**src/rtl/nor_rd_pkg.sv**
```systemverilog
package nor_rd_pkg;

    localparam int LAT_W  = 3;
    localparam int OFS_W  = 3;

    typedef enum logic [1:0] {
        ST_IDLE = 2'd0,
        ST_WAIT = 2'd1,
        ST_HOLD = 2'd2
    } rd_state_e;

    typedef struct packed {
        logic [OFS_W-1:0] pmask;
        logic [LAT_W-1:0] lat;
        logic             err;
    } rd_cfg_t;

endpackage

```
**src/rtl/nor_rd_cfg.sv**
```systemverilog
module nor_rd_cfg
    import nor_rd_pkg::*;
(
    input  logic [1:0] page_sel,
    input  logic [1:0] lat_code,
    output rd_cfg_t    cfg
);
    logic [LAT_W-1:0] lat_raw;
    logic             single;

    always_comb begin
        single  = 1'b0;
        cfg     = '0;
        lat_raw = LAT_W'(lat_code) + LAT_W'(1);
        case (page_sel)
            2'b00:   begin cfg.pmask = 3'b000; single = 1'b1; end
            2'b01:   cfg.pmask = 3'b011;
            default: cfg.pmask = 3'b111;
        endcase
        cfg.err = single && (lat_code != 2'b00);
        cfg.lat = single ? LAT_W'(1) : lat_raw;
    end
endmodule

```
**src/rtl/nor_rd_order.sv**
```systemverilog
module nor_rd_order #(
    parameter int DW = 16
) (
    input  logic          wide,
    input  logic [DW-1:0] dq,
    output logic [DW-1:0] word
);
    localparam int NW = DW / 2;

    logic [DW-1:0] full_rev;
    logic [NW-1:0] half_rev;

    genvar i;
    generate
        for (i = 0; i < DW; i++) begin : g_full
            assign full_rev[DW-1-i] = dq[i];
        end
        for (i = 0; i < NW; i++) begin : g_half
            assign half_rev[NW-1-i] = dq[i];
        end
    endgenerate

    always_comb begin
        if (wide) word = full_rev;
        else      word = {{(DW-NW){1'b0}}, half_rev};
    end
endmodule

```
**src/rtl/nor_rd_seq.sv**
```systemverilog
module nor_rd_seq
    import nor_rd_pkg::*;
#(
    parameter int AW = 24,
    parameter int CW = 16,
    parameter int DW = 16
) (
    input  logic          clk,
    input  logic          rst_n,
    input  logic          start,
    input  logic [AW-1:0] start_addr,
    input  logic [CW-1:0] word_count,
    input  rd_cfg_t       cfg,
    input  logic          cfg_wide,
    input  logic [DW-1:0] rd_word,
    input  logic          out_ready,
    output logic [AW-1:0] addr,
    output logic          active,
    output logic          wide,
    output logic [DW-1:0] data,
    output logic          valid,
    output logic          done
);
    typedef struct packed {
        rd_state_e        state;
        logic [AW-1:0]    addr;
        logic [CW-1:0]    remain;
        logic [LAT_W-1:0] cnt;
        logic [OFS_W-1:0] pmask;
        logic [LAT_W-1:0] lat;
        logic             wide;
        logic [DW-1:0]    data;
        logic             valid;
        logic             done;
    } seq_t;

    localparam logic [AW-1:0] ADDR_ONE = {{(AW-1){1'b0}}, 1'b1};
    localparam logic [CW-1:0] CNT_ONE  = {{(CW-1){1'b0}}, 1'b1};

    seq_t q, d;
    logic [AW-1:0] addr_nx;
    logic          page_start;

    always_comb begin
        d          = q;
        d.done     = 1'b0;
        addr_nx    = q.addr + ADDR_ONE;
        page_start = ((addr_nx & {{(AW-OFS_W){1'b0}}, q.pmask}) == '0);
        case (q.state)
            ST_IDLE: begin
                if (start) begin
                    d.pmask = cfg.pmask;
                    d.lat   = cfg.lat;
                    d.wide  = cfg_wide;
                    if (word_count == '0) begin
                        d.done = 1'b1;
                    end else begin
                        d.state  = ST_WAIT;
                        d.addr   = start_addr;
                        d.remain = word_count;
                        d.cnt    = cfg.lat;
                    end
                end
            end
            ST_WAIT: begin
                if (q.cnt <= LAT_W'(1)) begin
                    d.data  = rd_word;
                    d.valid = 1'b1;
                    d.state = ST_HOLD;
                end else begin
                    d.cnt = q.cnt - LAT_W'(1);
                end
            end
            ST_HOLD: begin
                if (out_ready) begin
                    d.valid = 1'b0;
                    if (q.remain == CNT_ONE) begin
                        d.state = ST_IDLE;
                        d.done  = 1'b1;
                    end else begin
                        d.addr   = addr_nx;
                        d.remain = q.remain - CNT_ONE;
                        d.cnt    = page_start ? q.lat : LAT_W'(1);
                        d.state  = ST_WAIT;
                    end
                end
            end
            default: d.state = ST_IDLE;
        endcase
    end

    always_ff @(posedge clk or negedge rst_n) begin
        if (!rst_n) begin
            q       <= '0;
            q.state <= ST_IDLE;
            q.lat   <= LAT_W'(1);
            q.wide  <= 1'b1;
        end else begin
            q <= d;
        end
    end

    assign addr   = q.addr;
    assign active = (q.state != ST_IDLE);
    assign wide   = q.wide;
    assign data   = q.data;
    assign valid  = q.valid;
    assign done   = q.done;
endmodule

```
**src/rtl/nor_page_reader.sv**
```systemverilog
module nor_page_reader
    import nor_rd_pkg::*;
#(
    parameter int AW = 24,
    parameter int CW = 16,
    parameter int DW = 16
) (
    input  logic          clk,
    input  logic          rst_n,
    input  logic          start,
    input  logic [AW-1:0] start_addr,
    input  logic [CW-1:0] word_count,
    input  logic [1:0]    cfg_page_sel,
    input  logic [1:0]    cfg_first_lat,
    input  logic          cfg_wide,
    output logic          cfg_err,
    output logic [AW-1:0] flash_addr,
    output logic          flash_ce_n,
    output logic          flash_oe_n,
    input  logic [DW-1:0] flash_dq,
    output logic [DW-1:0] out_data,
    output logic          out_valid,
    input  logic          out_ready,
    output logic          done
);
    rd_cfg_t       cfg;
    logic [DW-1:0] rd_word;
    logic          active;
    logic          wide_q;

    nor_rd_cfg u_cfg (
        .page_sel (cfg_page_sel),
        .lat_code (cfg_first_lat),
        .cfg      (cfg)
    );

    nor_rd_order #(.DW(DW)) u_order (
        .wide (wide_q),
        .dq   (flash_dq),
        .word (rd_word)
    );

    nor_rd_seq #(.AW(AW), .CW(CW), .DW(DW)) u_seq (
        .clk        (clk),
        .rst_n      (rst_n),
        .start      (start),
        .start_addr (start_addr),
        .word_count (word_count),
        .cfg        (cfg),
        .cfg_wide   (cfg_wide),
        .rd_word    (rd_word),
        .out_ready  (out_ready),
        .addr       (flash_addr),
        .active     (active),
        .wide       (wide_q),
        .data       (out_data),
        .valid      (out_valid),
        .done       (done)
    );

    assign cfg_err    = cfg.err;
    assign flash_ce_n = !active;
    assign flash_oe_n = !active;
endmodule

```
**config.mk**
```make
export PLATFORM = sky130hd
export DESIGN_NAME = nor_page_reader
export DESIGN_NICKNAME = d
export VERILOG_FILES = /design/src/rtl/nor_rd_pkg.sv /design/src/rtl/nor_rd_cfg.sv /design/src/rtl/nor_rd_order.sv /design/src/rtl/nor_rd_seq.sv /design/src/rtl/nor_page_reader.sv
export SDC_FILE = /design/constraint.sdc
export NUM_CORES = 1
export LEC_CHECK = 0
export ABC_AREA = 1
export BUFFER_PORTS_ARGS = -buffer_cell sky130_fd_sc_hd__buf_2
export CORE_ASPECT_RATIO = 1.2
export CORE_UTILIZATION = 52
export CTS_BUF_LIST = sky130_fd_sc_hd__clkbuf_2 sky130_fd_sc_hd__clkbuf_4 sky130_fd_sc_hd__clkbuf_8
export CTS_CLUSTER_DIAMETER = 100
export DETAILED_ROUTE_END_ITERATION = 16
export GPL_ROUTABILITY_DRIVEN = 0
export PLACE_DENSITY = 0.82
export RECOVER_POWER = 25
export SETUP_SLACK_MARGIN = 0.15
export SLEW_MARGIN = 15
export SYNTH_ARGS = -nofsm -noshare
export SYNTH_HDL_FRONTEND = slang
export SYNTH_HIERARCHICAL = 1
export SYNTH_SLANG_ARGS = --single-unit
```
**constraint.sdc**
```tcl
create_clock -name clk -period 1.5 [get_ports clk]
set_input_delay 0.3 -clock clk [delete_from_list [all_inputs] [get_ports clk]]
set_output_delay 0.3 -clock clk [all_outputs]
set_load 0.005 [all_outputs]
```
Yosys cells after proc, flatten, opt, wreduce, memory -nomap -nowiden
Cells that the tools add are included.
Storage, ports and cells
  output and inout port bits: 45
  input bits: 65
  register bits after elaboration: 70
Operators by class
  bitwise operators: 1
  reduce and logical (&&, ||, !) cells: 17
  equal/unequal tests: 10
  magnitude comparators: 1
  $add $sub $neg: 4
  mux-type cells: 22
Operators by type and width (number)
  $mux 45: 2
  $pmux 40 s2: 1
  $mux 52: 1
  $mux 43: 1
  $add 24x1->24 const B: 1
  $and 24x3->24: 1
  $logic_not 24->1: 1
  $eq 16x1->1 const B: 1
  $logic_not 16->1: 1
  $mux 16: 1
  $sub 16x1->16 const B: 1
  $ne 2x2->1 const B: 5
  $mux 3: 3
  $pmux 3 s3: 1
  $reduce_bool 2->1: 4
  $mux 1: 6
  $pmux 2 s3: 1
  $pmux 3 s2: 1
  $reduce_and 6->1: 1
  $reduce_and 5->1: 1
  $eq 2x1->1 const B: 2
  $logic_not 2->1: 2
  $mux 2: 2
  $pmux 1 s2: 2
  other kinds (11): 12

Logic depth before layout (Yosys ltp)
Gate-level depths: netlist (run 1).
  depth after elaboration: 7
  depth in mapped cells: 11
  depth with buffers taken out: 11

Cells and area by module
Netlist (run 1), hierarchy kept.
Modules (own cells, without submodules)
  nor_rd_seq: cells each 681, sequential area each 1754.2 µm², area each 4785.8 µm², times used 1
  nor_rd_order: cells each 43, sequential area each 0.0 µm², area each 185.2 µm², times used 1
  nor_rd_cfg: cells each 16, sequential area each 0.0 µm², area each 88.8 µm², times used 1
  nor_page_reader: cells each 2, sequential area each 0.0 µm², area each 11.3 µm², times used 1

Worst setup path after synthesis (run 1)
No wires, ideal clock.
  kind: register to register
  start: register u_seq/q[68] (netlist name)
  end: register u_seq.q (netlist bit u_seq/addr[19])
  slack: -0.046 ns
  cell stages (with the launch flop): 10
  buffers on the path: 2
  data required time: 1.435 ns
  arrival time: 1.481 ns
  period minus slack after synthesis: 1.546 ns
  cell sequence: dfrtp_1 inv_1 ha_1 buf_2 nor2_1 inv_1 nand3_2 buf_4 nand2_1 nand2_1
On the way
  cells in the longest elaborated chain, start to end: 3
  elaborated cells on any way between the ends: 9
  classes of those cells: eq/ne: 5; mux: 1; reduce/logical: 3
Ends and longest elaborated chain
  start, declared: RTL line nor_rd_seq.sv:40  | seq_t q, d;
  $eq 2x2->1 or $logic_not 2->1 (tied branches): RTL line nor_rd_seq.sv:49  | case (q.state)
  $ne 2x2->1 (no line) or $reduce_bool 2->1 (tied branches)
  $reduce_and 5->1 (no line)
Parallel ways exist; a longest one is shown, timed or not.
A chain may end at the register's enable or synchronous reset.

Worst setup path in the final report (run 1)
  start: register u_seq/q[69] (netlist name)
  end: register u_seq.q (netlist bit u_seq/addr[17])
The elaborated chain is that of the path after synthesis.

==> flow_summary.toml, run 1 <==
[layout]
fillers = 629
design_area_um2 = 7230
final_cells = 1042
drive_above_1_share_pct = 40.8
final_common_cell = "nand2_1"
area_growth_pct = 42.5
most-common-layout-cells = "nand2_1 (270), buf_2 (103), buf_4 (76)"
num_antenna_cells = 0
fin_nets = 991

[pwr]
pwr-share-comb_pct = 67.8
total_power_mw = 14.7
ir_drop_mv = 1.17
p_clk_share_pct = 9.3
p_sw_share_pct = 44.5
p_sw_mw = 6.56
p_seq_share_pct = 23.0
cellInternalPower_mw = 8.18
powerDensity_nw_per_um2 = 2040
leakage_nw = 4.01

[critical_path]
ff2ff_setup_slack_ns = -0.36
setup.worst_path.end_class = "flip-flop"
rr_startpoint = "u_seq/q[69]$_DFFE_PN0P_"
cp_slowest_cell = "dfrtp_2"
critPathKind = "flip-flop to flip-flop"
path_max_fanout = 8
worstSetupStartpointType = "flip-flop"
reg2reg_depth = 12
endpoint = "u_seq/addr[17]$_DFFE_PN0P_"
crit_chain = "inv_2 -> ha_4 -> inv_4 -> o22ai_4 -> inv_2 -> buf_6 -> and2_4 -> nand3_4 -> buf_6 -> buf_12 -> nand2_1 -> nand2_1"
cp_data_required_time_ns = 1.80
reg2reg_to = "u_seq/addr[17]$_DFFE_PN0P_"
arrival_ns = 2.16
cpPeakStageDelay_ns = 0.44
startpoint = "u_seq/q[69]$_DFFE_PN0P_"

[placement]
dp_hpwl_mm = 8.86
place_inst = 992
io_buffers = 109
placed_area_um2 = 6020

[synth]
synth_compound_area_share_pct = 4.29
synthSimpleGateAreaFrac_pct = 38.7
syn_area_um2 = 5070
syn_nets = 817
synth_top_family_by_area = "simple AND/OR/NAND/NOR gates"
netlist_instances = 742
synthMuxAreaShare_pct = 4.89
synth_warnings = 6
ys_seq_elements = 70
synth_cell_types = 32
synthAdderAreaFrac_pct = 2.47
synth_xor_area_share_pct = 0.864
ys_seq_area_share_pct = 34.6
syn_avg_cell_area_um2 = 6.83

[clocking]
cts_tree = "built"
cts-root-buf = "clkbuf_8"
cts_buffers = 9
htree_levels = 3
clkLatencyLatePin_ns = 0.36
clock_sink_count = 70
cts_buffer_depth = 2
cts.clk_slew.worst_paths_ns = 0.07

[global_routing]
grt_pass1_vias = 4926
grtUsageTotal_pct = 29.7
grt_pass1_wl_mm = 23.3
antenna_found_initial = 0
gr-total-overflow = 0
grt_max_degree = 71

[worst_hold_path]
hold_path_class = "input port to flip-flop"
hp-start = "cfg_wide"

[drt]
wl_met3_mm = 1.56
vias = 5806
wl_met1_mm = 6.38
highest-signal-layer = "met4"
dr.pass1.iters = 7
wl_mm = 17.1
ant_nets = 0
drt_iter0_drc = 616
wl_per_cell_um = 16.5
drt-vias-per-instance = 5.57
drc_errors = 0
met2_length_mm = 8.10

[timing]
worst_slack_ns = -0.362
setup_violations = 70
setup_tns_ns = -16.96
finalClockSkew_ns = 0.00844
final.period_utilization_pct = 124
rsz0062_at_grt = "true"
slew_violations = 0
tightestPinTransition_ns = 0.941
hold_viol_final = 0
fin_crit_ns = 1.86
max_freq_mhz = 537
timing.slew.headroom_pct = 37.3

[floorplan]
start_util_pct = 53.3
ios = 110
dieArea_um2 = 10200
rows = 39
die-width_um = 92.2
core_area_um2 = 9520
die_h_um = 110

[run_status]
violations = "setup timing"
status = "complete, but fails checks"

[job]
drv_cap = 0
[layer usage]
layer	global-route usage, %	up-vias
li1	-	2626
met4	17.0	0
met5	0	-
met3	3.57	102
met2	50.7	399
met1	36.7	2679
[power groups by stage]
| stage | Clock (mW) | Sequential, mW | Combinational (mW) |
|---|---|---|---|
| final | 1.37 | 3.38 | 9.98 |
| after global routing | 1.45 | 3.47 | 10.6 |
| after CTS | 1.37 | 3.28 | 8.15 |
| after detailed placement | 0 | 3.28 | 6.20 |
| after global placement | 0 | 3.26 | 6.03 |
| after floorplan | 0 | 3.23 | 4.59 |
[state kept, by name (all words and copies together), names as in the netlist]
name,flops
u_seq/wide,1
u_seq/done,1
u_seq/q,27
u_seq/data,16
u_seq/valid,1
u_seq/addr,24
[final cells by class]
type	instances	area, um2	area share, %
multi-input combinational	544	3110	43.1
timing repair buffer	223	1770	24.5
sequential	70	1760	24.4
inverter	68	265	3.67
tap	123	154	2.13
clock buffer	12	153	2.11
clock inverter	2	10.0	0.138
[synth_stat cells]
library cell  number  area, um2
nand3_2            1       10.0
xor2_1             5       43.8
dfrtp_1           68       1700
buf_4             46        345
buf_1              1       3.75
a21o_1             1       7.51
a21boi_0           1       7.51
a21oi_1            6       30.0
nand3_1           52        260
inv_2              2       7.51
nand2_1          324       1220
nor2_1            56        210
nand4_1           11       68.8
o21bai_1           4       30.0
buf_6              5       56.3
mux2_2            22        248
buf_2              7       35.0
o21ai_0           16       80.1
o22ai_1            4       25.0
buf_8              1       15.0
and2_4             1       8.76
dfstp_2            2       52.6
or2_2              1       6.26
nand3_4            2       35.0
nand2_2            8       50.1
nor2_4             4       45.0
clkbuf_1           3       11.3
nor2_2             8       50.1
a22o_1             2       17.5
a32o_1             2       20.0
ha_1              10        125
inv_1             66        248
[how the worst min path moves through the flow]
stage                                       endpoint  slack [ns]  cells past startpoint
after floorplan            u_seq/addr[0]$_DFFE_PN0P_       0.004                      0
after global placement    u_seq/addr[23]$_DFFE_PN0P_        0.36                      2
after detailed placement  u_seq/addr[23]$_DFFE_PN0P_        0.36                      2
after CTS                     u_seq/wide$_DFFE_PN1P_        0.17                      2
after global routing          u_seq/wide$_DFFE_PN1P_        0.18                      2
final                         u_seq/wide$_DFFE_PN1P_        0.17                      2
[metrics by stage]
stage          utilization [%]  hold WS, ns  setup WS (ns)
2_1_floorplan                -      0.00441         0.0445
3_3_place_gp              63.2        0.359         -0.454
3_5_place_dp              63.2        0.358         -0.538
4_1_cts                   71.0        0.173         -0.213
5_1_grt                   76.0        0.175         -0.440
6_report                  76.0        0.173         -0.362
[critical path: cells and delay by family, from the launching register on]
kind            cells  cell delay (ns)
simple gates        4             0.41
flops               1             0.44
compound gates      1             0.11
buf+inv             6             0.64
fa+ha+maj           1             0.18
[cells by family (layout without fill, tap and decap cells)]
family	Yosys count	after routing
xor gates and xnor gates	5	5
DFF	70	70
buffers and inverters	131	305
muxes	22	22
AOI/OAI and AO/OA	36	36
adders and majority gates	10	10
and+or+nand+nor	468	471
[what timing repair did]
action	CTS	global route
hold endpoints to repair	68	0
endpoints found under the setup margin	74	81
gates cloned	7	3
resized for setup	79	92
setup buffers	17	10
hold buffers	1	0
pin swaps	8	15
Power figures use the tool's default switching activity.
==> run 2, diff against run 1 <==
SKIP_CTS_REPAIR_TIMING = 1   (was default)
==> run 2 against run 1 <==
The run still ends with setup timing left. Critical path depth shrank 1. Maximum frequency grew 0.62%. Clock power is essentially flat. Critical endpoint is now u_seq/q[40]$_DFFE_PN0P_. Largest power group unchanged.
==> flow_summary.toml, run 2 (synthesis gave the netlist of run 1 again) <==
[run_status]
status = "complete, but fails checks"
violations = "setup timing"

[job]
drv_cap = 0

[drt]
ant_nets = 0
drt_iter0_drc = 502
drc_errors = 0
wl_per_cell_um = 14.7
drt-vias-per-instance = 5.30
dr.pass1.iters = 8
vias = 5438
wl_mm = 15.1

[floorplan]
die-width_um = 92.2
start_util_pct = 53.3
core_area_um2 = 9520
die_h_um = 110
rows = 39
ios = 110
dieArea_um2 = 10200

[pwr]
p_seq_share_pct = 25.7
cellInternalPower_mw = 7.22
p_sw_share_pct = 44.2
p_clk_share_pct = 10.6
ir_drop_mv = 1.08
pwr-share-comb_pct = 63.7
powerDensity_nw_per_um2 = 1910
p_sw_mw = 5.73
leakage_nw = 3.79

[clocking]
cts-root-buf = "clkbuf_8"
cts_buffers = 9
htree_levels = 3
cts_buffer_depth = 2
clock_sink_count = 70
cts.clk_slew.worst_paths_ns = 0.07
cts_tree = "built"
clkLatencyLatePin_ns = 0.36

[layout]
num_antenna_cells = 0
fin_nets = 976
largest_register_ff_count = 27
seqCellArea_um2 = 1760
multi_input_area_um2 = 2900
fillers = 755
largest_register = "u_seq/q"
drive_above_1_share_pct = 36.5
final_common_cell = "nand2_1"
design_area_um2 = 6770
area_growth_pct = 33.5
final_cells = 1027
most-common-layout-cells = "nand2_1 (294), buf_2 (105), buf_4 (71)"
fin_util_pct = 71.2

[timing]
timing.slew.headroom_pct = 39.0
final.period_utilization_pct = 123
hold_viol_final = 0
rsz0062_at_grt = "true"
worst_slack_ns = -0.351
slew_violations = 0
tightestPinTransition_ns = 0.915
max_freq_mhz = 540
setup_violations = 47
finalClockSkew_ns = 0.00980
fin_crit_ns = 1.85

[placement]
io_buffers = 109
dp_hpwl_mm = 8.86
pre_cts_ws_ns = -0.538
place_inst = 992
placed_area_um2 = 6020

[critical_path]
arrival_ns = 2.09
setup.worst_path.end_class = "flip-flop"
critPathKind = "flip-flop to flip-flop"
path_max_fanout = 8
cp_data_required_time_ns = 1.74
reg2reg_depth = 11
worstSetupStartpointType = "flip-flop"

[global_routing]
grt_pass1_wl_mm = 19.8
grtUsageTotal_pct = 24.5
gr-total-overflow = 0
grt_max_degree = 71
grt_pass1_vias = 4452
antenna_found_initial = 0

[worst_hold_path]
hold_depth = 2
hold_path_class = "input port to flip-flop"
==> run 2: cell types whose count changed in the layout (fill, tap and decap cells not counted), sizes merged <==
cell    delta
buf       -17
clkbuf     +2
==> run 2: per-layer routing <==
| metal | global-route usage, % | up-vias | share of wire [%] |
|---|---|---|---|
| met2 | 42.7 | 273 | 49 |
| li1 | - | 2596 | - |
| met3 | 2.74 | 55 | 7.5 |
| met1 | 31.2 | 2514 | 40 |
| met5 | 0 | - | 0 |
| met4 | 9.82 | 0 | 3.3 |
==> run 2: through the flow <==
| step | total power, mW | hold slack [ns] | TNS [ns] |
|---|---|---|---|
| final | 12.9 | 0.175 | -11.02 |
| after global routing | 13.8 | 0.175 | -14.43 |
| after CTS | 10.8 | -0.0223 | -23.07 |
| after detailed placement | 9.48 | 0.358 | -21.16 |
| after global placement | 9.29 | 0.359 | -17.86 |
| after floorplan | 7.82 | 0.00441 | 0 |
==> run 2: final timing paths <==
path | startpoint | endpoint | slack (ns)
max | u_seq/q[69]$_DFFE_PN0P_ | u_seq/q[40]$_DFFE_PN0P_ | -0.35
min | cfg_wide | u_seq/wide$_DFFE_PN1P_ | 0.17
max reg2reg | u_seq/q[69]$_DFFE_PN0P_ | u_seq/q[40]$_DFFE_PN0P_ | -0.35
min reg2reg | u_seq/q[25]$_DFFE_PN0P_ | u_seq/q[25]$_DFFE_PN0P_ | 0.48
max in group asynchronous | rst_n | u_seq/q[69]$_DFFE_PN0P_ | 0.16
min in group asynchronous | rst_n | u_seq/addr[23]$_DFFE_PN0P_ | 0.70
==> run 2: cell type report <==
cell class              instances  share of cell area, %
repair buffers                208                   22.7
well taps                     123                   2.27
multi-input cells             544                   42.9
clock inverters                 2                  0.148
inverters                      68                   3.84
clock buffers                  12                   2.25
flip-flops and latches         70                   26.0
==> run 2: critical path: stages, from the launching register on <==
cell       delay [ns]
dfrtp_2          0.41
inv_2            0.07
ha_4             0.18
inv_4            0.06
o22ai_2          0.05
inv_2            0.10
buf_6            0.11
and2_4           0.16
nand3_4          0.18
clkbuf_16        0.24
nand2_1          0.08
nand2_1          0.09
==> run 2: power groups by stage <==
stage | Combinational, mW | Clock, mW | Sequential [mW]
after detailed placement | 6.20 | 0 | 3.28
after floorplan | 4.59 | 0 | 3.23
after CTS | 6.21 | 1.37 | 3.26
after global placement | 6.03 | 0 | 3.26
final | 8.24 | 1.37 | 3.33
after global routing | 8.92 | 1.46 | 3.44
==> run 3, diff against run 2 <==
PLACE_DENSITY = 0.9   (was 0.82)
==> run 3 against run 2 <==
The run still ends with setup timing left. Clock power is 26% higher. Final area is 2.0% lower. Combinational power decreased by 7.9%. Critical path depth shrank 1. Worst hold slack got worse by 0.012 ns. Flip-flop and latch count unchanged. Maximum frequency is 11% higher. First-iteration DRC count is 10% lower. Core utilization is 1.4 points lower. Via count down 0.55%. Die area stayed put. Largest cell class unchanged. Largest power group unchanged. Highest routed layer unchanged.
==> flow_summary.toml, run 3 (synthesis gave the netlist of run 1 again) <==
[critical_path]
path_buf_inv = 0
path_max_fanout = 7
worstSetupStartpointType = "flip-flop"
cp_data_required_time_ns = 1.76
critPathKind = "flip-flop to flip-flop"
cp_common_cell = "nand2_1"
cp_slowest_cell = "dfrtp_1"
arrival_ns = 1.93
setup.worst_path.end_class = "flip-flop"
critPathTopFamily = "simple AND/OR/NAND/NOR gates"
cpPeakStageDelay_ns = 0.41
crit_chain = "ha_2 -> nand2_2 -> nor2_4 -> nand2_4 -> nor2_4 -> nand3_1 -> nand2_1 -> nand2_1 -> nand2_1 -> nand2_1"

[placement]
io_buffers = 109
placed_area_um2 = 6070
dp_hpwl_mm = 9.37

[run_status]
status = "complete, but fails checks"
violations = "setup timing"

[floorplan]
ios = 110
core_area_um2 = 9520
dieArea_um2 = 10200
rows = 39
die_h_um = 110
start_util_pct = 53.3
die-width_um = 92.2

[timing]
finalClockSkew_ns = 0.00986
setup_violations = 54
rsz0062_at_grt = "true"
max_freq_mhz = 598
slew_violations = 0
setup_tns_ns = -4.57
timing.slew.headroom_pct = 70.3
tightestPinTransition_ns = 0.445
final.period_utilization_pct = 112
fin_crit_ns = 1.67
worst_slack_ns = -0.173
hold_viol_final = 0

[drt]
drt_iter0_drc = 452
highest-signal-layer = "met4"
wl_per_cell_um = 14.6
wl_met3_mm = 1.26
wl_mm = 14.8
vias = 5408
drt-vias-per-instance = 5.34
met2_length_mm = 7.33
wl_met1_mm = 5.62
drc_errors = 0
ant_nets = 0
dr.pass1.iters = 8

[pwr]
p_clk_share_pct = 13.6
p_sw_share_pct = 42.7
ir_drop_mv = 0.903
leakage_nw = 3.68
p_sw_mw = 5.42
p_seq_share_pct = 26.6
powerDensity_nw_per_um2 = 1910
pwr-share-comb_pct = 59.8
cellInternalPower_mw = 7.27

[layout]
design_area_um2 = 6640
final_common_cell = "nand2_1"
largest_register = "u_seq/q"
fin_nets = 959
largest_register_ff_count = 27
fillers = 679
most-common-layout-cells = "nand2_1 (320), buf_2 (97), dfrtp_1 (63)"
drive_above_1_share_pct = 33.2
num_antenna_cells = 0
area_growth_pct = 30.9

[global_routing]
antenna_found_initial = 0
gr-total-overflow = 0
grt_pass1_wl_mm = 21.4
grt_max_degree = 31
grt_pass1_vias = 4771
grtUsageTotal_pct = 26.8

[clocking]
clock_sink_count = 70
cts_tree = "built"
cts_buffers = 9
htree_levels = 3
cts_buffer_depth = 2
cts-root-buf = "clkbuf_8"
cts.clk_slew.worst_paths_ns = 0.08
clkLatencyLatePin_ns = 0.37

[job]
drv_cap = 0

[worst_hold_path]
hold_path_class = "input port to flip-flop"
[run 3: cell count changes in the layout (fill, tap and decap cells not counted), sizes merged]
| cell | delta |
|---|---|
| clkinv | +1 |
| clkbuf | -3 |
| nor2 | -3 |
| bufinv | +2 |
| buf | -13 |
| clkinvlp | +1 |
[run 3: through the flow]
step,setup slack (ns),hold slack (ns),util [%],power (mW),std cells
6_report,-0.173,0.163,69.8,12.7,1012
4_1_cts,-0.219,-0.139,66.1,11.6,1003
3_5_place_dp,-0.126,0.262,63.8,9.78,987
2_1_floorplan,0.0445,0.00441,-,7.82,742
5_1_grt,-0.316,0.147,69.8,13.6,1012
3_3_place_gp,-0.0762,0.253,63.8,9.55,987
[run 3: power by group through the flow]
stage / logic (mW) / registers (mW) / clock network (mW)
finish: 7.59 / 3.37 / 1.73
global route: 8.26 / 3.46 / 1.85
CTS: 6.56 / 3.30 / 1.76
detailed placement: 6.47 / 3.32 / 0
global placement: 6.26 / 3.29 / 0
floorplan: 4.59 / 3.23 / 0
[run 3: routing by layer]
metal,GRT usage [%],vias up
li1,-,2558
met3,4.12,75
met5,0,-
met1,32.1,2430
met4,14.3,0
met2,46.6,345
[run 3: cell type report]
class                      count  area (um2)  share of cell area, %
clock buffer                  10         131                   1.98
clock inverter                 6        86.3                   1.30
inverter                      68         265                   4.00
multi-input combinational    541        2770                   41.7
sequential                    70        1760                   26.5
tap                          123         154                   2.32
timing repair buffer         194        1480                   22.2
[run 3: final timing paths]
| path | from | to | slack, ns | cells past startpoint |
|---|---|---|---|---|
| max | u_seq/addr[1]$_DFFE_PN0P_ | u_seq/addr[20]$_DFFE_PN0P_ | -0.17 | 10 |
| min | cfg_wide | u_seq/wide$_DFFE_PN1P_ | 0.16 | 2 |
| max reg2reg | u_seq/addr[1]$_DFFE_PN0P_ | u_seq/addr[20]$_DFFE_PN0P_ | -0.17 | 10 |
| min reg2reg | u_seq/q[19]$_DFFE_PN1P_ | u_seq/q[19]$_DFFE_PN1P_ | 0.49 | 2 |
| max in group asynchronous | rst_n | u_seq/addr[10]$_DFFE_PN0P_ | 0.26 | 3 |
| min in group asynchronous | rst_n | u_seq/data[6]$_DFFE_PN0P_ | 0.42 | 2 |
[run 3: worst reg2reg max path: cells and delay by family, from the launching register on]
family,cells,cell delay (ns)
fa+ha+maj,1,0.22
flops,1,0.41
simple gates,9,0.93
